## config.mk

```make
export PLATFORM = sky130hd
export DESIGN_NAME = period_meter
export DESIGN_NICKNAME = d
export VERILOG_FILES = /design/src/rtl/pm_pkg.sv /design/src/rtl/pm_edge_sync.sv /design/src/rtl/pm_wrap_counter.sv /design/src/rtl/pm_period_engine.sv /design/src/rtl/pm_status_flags.sv /design/src/rtl/period_meter.sv
export SDC_FILE = /design/constraint.sdc
export NUM_CORES = 1
export LEC_CHECK = 0
export BUFFER_PORTS_ARGS = -buffer_cell sky130_fd_sc_hd__buf_2
export CAP_MARGIN = 10
export CORE_MARGIN = 2
export CORE_UTILIZATION = 53
export DETAILED_ROUTE_END_ITERATION = 12
export PLACE_DENSITY = 0.71
export SLEW_MARGIN = 20
export SYNTH_ARGS = -nofsm -noshare
export SYNTH_HDL_FRONTEND = slang
export SYNTH_HIERARCHICAL = 1
export SYNTH_SLANG_ARGS = --single-unit
```

## constraint.sdc

```tcl
create_clock -name clk -period 4.1 [get_ports clk]
set_input_delay 0.615 -clock clk [delete_from_list [all_inputs] [get_ports clk]]
set_output_delay 0.615 -clock clk [all_outputs]
set_load 0.02 [all_outputs]
```

## src/rtl/pm_pkg.sv

```systemverilog
package pm_pkg;

    typedef enum logic [1:0] {
        SEL_RELOAD  = 2'd0,
        SEL_STATUS  = 2'd1,
        SEL_CAPTURE = 2'd2,
        SEL_COUNT   = 2'd3
    } reg_sel_e;

    // Status word bit positions.
    localparam int FLAG_WRAP = 0;
    localparam int FLAG_CAP  = 4;
    localparam int FLAG_SAT  = 5;

endpackage

```

## src/rtl/pm_edge_sync.sv

```systemverilog
module pm_edge_sync #(
    parameter int STAGES = 2
) (
    input  logic clk,
    input  logic rst_n,
    input  logic async_i,
    output logic rise_o
);
    localparam int DEPTH = STAGES + 1;

    logic [DEPTH-1:0] sh_d, sh_q;

    always_comb begin
        sh_d = {sh_q[DEPTH-2:0], async_i};
    end

    always_ff @(posedge clk or negedge rst_n) begin
        if (!rst_n) sh_q <= '0;
        else        sh_q <= sh_d;
    end

    // Last synchronised sample high, the one before it low.
    assign rise_o = sh_q[STAGES-1] & ~sh_q[STAGES];
endmodule

```

## src/rtl/pm_wrap_counter.sv

```systemverilog
module pm_wrap_counter #(
    parameter int CNT_W = 16
) (
    input  logic             clk,
    input  logic             rst_n,
    input  logic             tick_en_i,
    input  logic [CNT_W-1:0] reload_i,
    output logic [CNT_W-1:0] cnt_o,
    output logic             wrap_o,
    output logic [CNT_W:0]   lap_o
);
    logic [CNT_W-1:0] cnt_d, cnt_q;
    logic             wrap;

    // At or above reload also catches a reload lowered under the count.
    assign wrap = tick_en_i && (cnt_q >= reload_i);

    always_comb begin
        cnt_d = cnt_q;
        if (wrap)           cnt_d = '0;
        else if (tick_en_i) cnt_d = cnt_q + CNT_W'(1);
    end

    always_ff @(posedge clk or negedge rst_n) begin
        if (!rst_n) cnt_q <= '0;
        else        cnt_q <= cnt_d;
    end

    assign cnt_o  = cnt_q;
    assign wrap_o = wrap;
    // Ticks in the lap that ends now: equals reload + 1 with a steady reload.
    assign lap_o  = (CNT_W+1)'(cnt_q) + (CNT_W+1)'(1);
endmodule

```

## src/rtl/pm_period_engine.sv

```systemverilog
module pm_period_engine #(
    parameter int CNT_W  = 16,
    parameter int WRAP_W = 16,
    parameter int PER_W  = 32
) (
    input  logic             clk,
    input  logic             rst_n,
    input  logic             rise_i,
    input  logic             wrap_i,
    input  logic [CNT_W-1:0] cnt_i,
    input  logic [CNT_W:0]   lap_i,
    output logic [PER_W-1:0] period_o,
    output logic             valid_o,
    output logic [CNT_W-1:0] cap_o,
    output logic             sat_evt_o
);
    typedef struct packed {
        logic [PER_W-1:0]  acc;
        logic [WRAP_W-1:0] wraps;
        logic              sat;
        logic [CNT_W-1:0]  prev;
        logic [CNT_W-1:0]  cap;
        logic              primed;
        logic [PER_W-1:0]  period;
        logic              valid;
    } eng_st_t;

    eng_st_t st_d, st_q;
    logic    wraps_full;
    logic    wrap_late;

    assign wraps_full = &st_q.wraps;
    // A wrap in the capture cycle belongs to the next interval.
    assign wrap_late  = rise_i && wrap_i;

    always_comb begin
        st_d       = st_q;
        st_d.valid = 1'b0;
        sat_evt_o  = 1'b0;
        if (rise_i) begin
            st_d.cap    = cnt_i;
            st_d.prev   = cnt_i;
            st_d.primed = 1'b1;
            if (st_q.primed) begin
                st_d.valid  = 1'b1;
                st_d.period = st_q.sat ? '1
                            : st_q.acc + PER_W'(cnt_i) - PER_W'(st_q.prev);
            end
            st_d.sat   = 1'b0;
            st_d.acc   = wrap_late ? PER_W'(lap_i) : '0;
            st_d.wraps = wrap_late ? WRAP_W'(1) : '0;
        end else if (wrap_i) begin
            if (wraps_full) begin
                st_d.sat  = 1'b1;
                sat_evt_o = 1'b1;
            end else begin
                st_d.wraps = st_q.wraps + WRAP_W'(1);
                st_d.acc   = st_q.acc + PER_W'(lap_i);
            end
        end
    end

    always_ff @(posedge clk or negedge rst_n) begin
        if (!rst_n) st_q <= '0;
        else        st_q <= st_d;
    end

    assign period_o = st_q.period;
    assign valid_o  = st_q.valid;
    assign cap_o    = st_q.cap;
endmodule

```

## src/rtl/pm_status_flags.sv

```systemverilog
module pm_status_flags #(
    parameter int W = 16
) (
    input  logic         clk,
    input  logic         rst_n,
    input  logic [W-1:0] set_i,
    input  logic         wr_i,
    input  logic [W-1:0] wmask_i,
    output logic [W-1:0] flags_o
);
    logic [W-1:0] flags_d, flags_q;

    always_comb begin
        // Zero bits of a write clear; a set in the same cycle wins.
        flags_d = (flags_q & (wr_i ? wmask_i : '1)) | set_i;
    end

    always_ff @(posedge clk or negedge rst_n) begin
        if (!rst_n) flags_q <= '0;
        else        flags_q <= flags_d;
    end

    assign flags_o = flags_q;
endmodule

```

## src/rtl/period_meter.sv

```systemverilog
module period_meter #(
    parameter int CNT_W       = 16,
    parameter int WRAP_W      = 16,
    parameter int PER_W       = 32,
    parameter int SYNC_STAGES = 2
) (
    input  logic             clk,
    input  logic             rst_n,
    input  logic             tick_en,
    input  logic             cap_in,
    input  logic             reg_we,
    input  logic [1:0]       reg_addr,
    input  logic [CNT_W-1:0] reg_wdata,
    output logic [CNT_W-1:0] reg_rdata,
    output logic [PER_W-1:0] period_o,
    output logic             period_valid_o
);
    import pm_pkg::*;

    localparam logic [CNT_W-1:0] RELOAD_RST = '1;

    logic [CNT_W-1:0] reload_d, reload_q;
    logic             rise_w;
    logic             wrap_w;
    logic [CNT_W-1:0] cnt_w;
    logic [CNT_W:0]   lap_w;
    logic [CNT_W-1:0] cap_w;
    logic             sat_evt_w;
    logic [CNT_W-1:0] set_w;
    logic [CNT_W-1:0] flags_w;
    logic             stat_wr;

    always_comb begin
        reload_d = reload_q;
        if (reg_we && reg_addr == SEL_RELOAD) reload_d = reg_wdata;
    end

    always_ff @(posedge clk or negedge rst_n) begin
        if (!rst_n) reload_q <= RELOAD_RST;
        else        reload_q <= reload_d;
    end

    pm_edge_sync #(.STAGES(SYNC_STAGES)) u_sync (
        .clk     (clk),
        .rst_n   (rst_n),
        .async_i (cap_in),
        .rise_o  (rise_w)
    );

    pm_wrap_counter #(.CNT_W(CNT_W)) u_cnt (
        .clk       (clk),
        .rst_n     (rst_n),
        .tick_en_i (tick_en),
        .reload_i  (reload_q),
        .cnt_o     (cnt_w),
        .wrap_o    (wrap_w),
        .lap_o     (lap_w)
    );

    pm_period_engine #(.CNT_W(CNT_W), .WRAP_W(WRAP_W), .PER_W(PER_W)) u_eng (
        .clk       (clk),
        .rst_n     (rst_n),
        .rise_i    (rise_w),
        .wrap_i    (wrap_w),
        .cnt_i     (cnt_w),
        .lap_i     (lap_w),
        .period_o  (period_o),
        .valid_o   (period_valid_o),
        .cap_o     (cap_w),
        .sat_evt_o (sat_evt_w)
    );

    always_comb begin
        set_w            = '0;
        set_w[FLAG_WRAP] = wrap_w;
        set_w[FLAG_CAP]  = rise_w;
        set_w[FLAG_SAT]  = sat_evt_w;
    end

    assign stat_wr = reg_we && reg_addr == SEL_STATUS;

    pm_status_flags #(.W(CNT_W)) u_flags (
        .clk     (clk),
        .rst_n   (rst_n),
        .set_i   (set_w),
        .wr_i    (stat_wr),
        .wmask_i (reg_wdata),
        .flags_o (flags_w)
    );

    always_comb begin
        case (reg_addr)
            SEL_RELOAD:  reg_rdata = reload_q;
            SEL_STATUS:  reg_rdata = flags_w;
            SEL_CAPTURE: reg_rdata = cap_w;
            default:     reg_rdata = cnt_w;
        endcase
    end
endmodule

```

==> reports/metrics.cfg <==
[status]
status = complete, no violations

[global_routing]
antenna_found_initial = 0
grt_pass1_wl_um = 42100
overflow = 0
grt_max_degree = 94
grt_pass1_vias = 8258
grtUsageTotal_pct = 24.4

[critical_path]
worstPathRequired_ns = 4.45
crit_path_top_delay_cell = dfrtp_1
cp-end-kind = register
cp_cell_sequence = nand3_2, or2_1, or3_4, xnor2_1, ha_1, nand4_1, a21o_1, a211o_1, a311oi_4, nand2_4, or3_1, a21oi_1
worstSetupStartpointType = register
cpPeakStageDelay_ns = 0.52
cp_top_family = simple AND/OR/NAND/NOR gates
critPathKind = reg2reg
arrival_ns = 4.17
cp_num_buf_inv = 0
path_max_fanout = 8

[placement]
gp_congestion = 0.968
dp_hpwl_um = 19100
portBuffers = 71

[finish]
nets = 1314
area_growth_pct = 9.65
finish.utilization_pct = 59.0
num_antenna_cells = 0
drive_gt1_share_pct = 18.4

[timing]
hold_viol_final = 0
period_share_pct = 93.2
setup_tns_ns = 0
hold_ws_ns = 0.269
slew_violations = 0
min_period_ns = 3.82
skew_ns = 0.0111
fmax_mhz = 262
slew-limit-headroom_pct = 38.3
rsz0062_at_grt = no
finalSetupViolations = 0
worst_slew_pin_slew_ns = 0.924

[die]
rows = 52
pin_count = 72
fp.dieW_um = 147
start_util_pct = 53.8
core_um2 = 20200
fp.dieH_um = 147
die-area_um2 = 21600

[route]
vias_per_cell = 5.66
wirelength_um = 25600
drc_errors = 0
firstDrtPassIters = 7
wire_per_inst_um = 17.3
vias = 8356
drt_iter0_drc = 532
postRouteAntennaNets = 0

[yosys]
synth_cells = 1145
synthTopCellsByCount = dfrtp_1, inv_1, nor2_1
synth_cell_types = 85
synthTopCellsByArea = dfrtp_1, ha_1, inv_1
post-synth-top-count-cell = dfrtp_1
synth.cell_area_um2 = 10900
ys_seq_area_share_pct = 34.8
ys_ff_latch = 150
yosys_most_used_dff = dfrtp_1
synth_edf_count = 0
yosysTopAreaCell = dfrtp_1
yosys_warnings = 6
synth.avg_cell_area_um2 = 9.48
synth.top_cell.area_share_pct = 30.9
async_reset_ff_share_pct = 100

[power]
ir_drop_v = 0.000267
power.density_nw_per_um2 = 539
leakagePower_nw = 5.64

[clocking]
htree_levels = 4
numCtsBuffers = 17
root_buffer = clkbuf_16
path_clk_slew_ns = 0.07
ctsHoldBuffers = 0
cts_tree = built
insertion_delay_ns = 0.43
cts.sink_count = 150
clockBufferDepth = 2

[flow_run]
maxCapViolations = 0

[hold_path]
min_path_type = in2async

cell type report:
type | count | area (µm²)
clock buffers | 20 | 457
clock inverters | 12 | 118
inverters | 119 | 447
flip-flops and latches | 150 | 3770
multi-input cells | 805 | 6170
repair buffers | 101 | 599
well taps | 270 | 338
fillers | 1795 | 8260
path summary, 6_finish.rpt:
kind / from / endpoint / slack [ns] / cells past startpoint
max: u_cnt/cnt_o[5] / u_eng/st_q[114] / 0.28 / 12
min reg2reg: u_sync/sh_q[0] / u_sync/sh_q[1] / 0.35 / 0
max in group asynchronous: rst_n / reload_q[6] / 2.97 / 2
min: rst_n / u_flags/flags_o[2] / 0.27 / 1
min in group clk: cap_in / u_sync/sh_q[0] / 0.29 / 1
max reg2reg: u_cnt/cnt_o[5] / u_eng/st_q[114] / 0.28 / 12
power by group:
| part | total (mW) | internal [mW] | switching (mW) |
|---|---|---|---|
| Sequential | 1.95 | 1.75 | 0.202 |
| Combinational | 2.93 | 1.21 | 1.72 |
| Clock | 1.54 | 0.876 | 0.660 |
| Total | 6.42 | 3.83 | 2.58 |
registers in the layout, summed over array words and instances (netlist names):
signal,count
u_eng/st_q,50
u_eng/period_o,32
reload_q,16
u_cnt/cnt_o,16
u_eng/cap_o,16
u_flags/flags_o,16
u_sync/sh_q,3
u_eng/valid_o,1
cells in the final DEF (no fill, tap or decap), drive strengths merged, types with 5 or more instances in the layout:
master,instances
dfrtp,134
xnor2,36
clkbuf,20
nand4,18
nand3,23
o31ai,6
or3,13
a211oi,8
and2,6
nor2b,10
and3,12
o21a,7
mux2,36
mux4,16
fa,17
a21oi,85
nor3,23
inv,123
dfstp,16
o2bb2ai,8
xor2,31
o21ai,52
a31oi,7
o22ai,10
nand2b,22
nor4,5
conb,13
a22oi,8
nand2,62
a21o,39
buf,101
ha,80
nor2,87
routing by layer:
layer | up-vias | GRT usage (%) | part of all wire [%]
met5 | - | 0 | 0
met4 | 0 | 7.07 | 1.8
met3 | 31 | 3.66 | 5.6
met2 | 226 | 37.6 | 44
met1 | 4022 | 36.0 | 48
li1 | 4077 | - | -
kinds of logic (layout without fill, tap and decap cells):
| kind of cell | Yosys count | in the layout | synth area share [%] |
|---|---|---|---|
| muxes | 56 | 56 | 7.63 |
| and+or+nand+nor | 299 | 299 | 14.0 |
| AOI/OAI and AO/OA | 273 | 273 | 16.8 |
| DFF | 150 | 150 | 34.8 |
| buffers and inverters | 202 | 252 | 9.02 |
| other | 1 | 13 | 0.0345 |
| xor gates and xnor gates | 67 | 67 | 5.40 |
| adders and majority gates | 97 | 97 | 12.4 |
repair_timing:
item,4_1_cts,5_1_grt
gates resized for setup,0,6
setup buffers,0,3
endpoints found under the setup margin,0,4
endpoints found under the hold margin,0,0
per-stage QoR:
step	setup WS (ns)	power, mW	area [µm²]	cells
finish	0.279	6.42	11900	1477
global route	0.0467	6.85	11900	1477
CTS	0.238	6.42	11900	1474
detailed placement	0.277	4.86	11300	1442
global placement	0.304	4.82	11300	1442
floorplan	0.521	4.24	10900	1157
(Power assumes the default switching activity.)
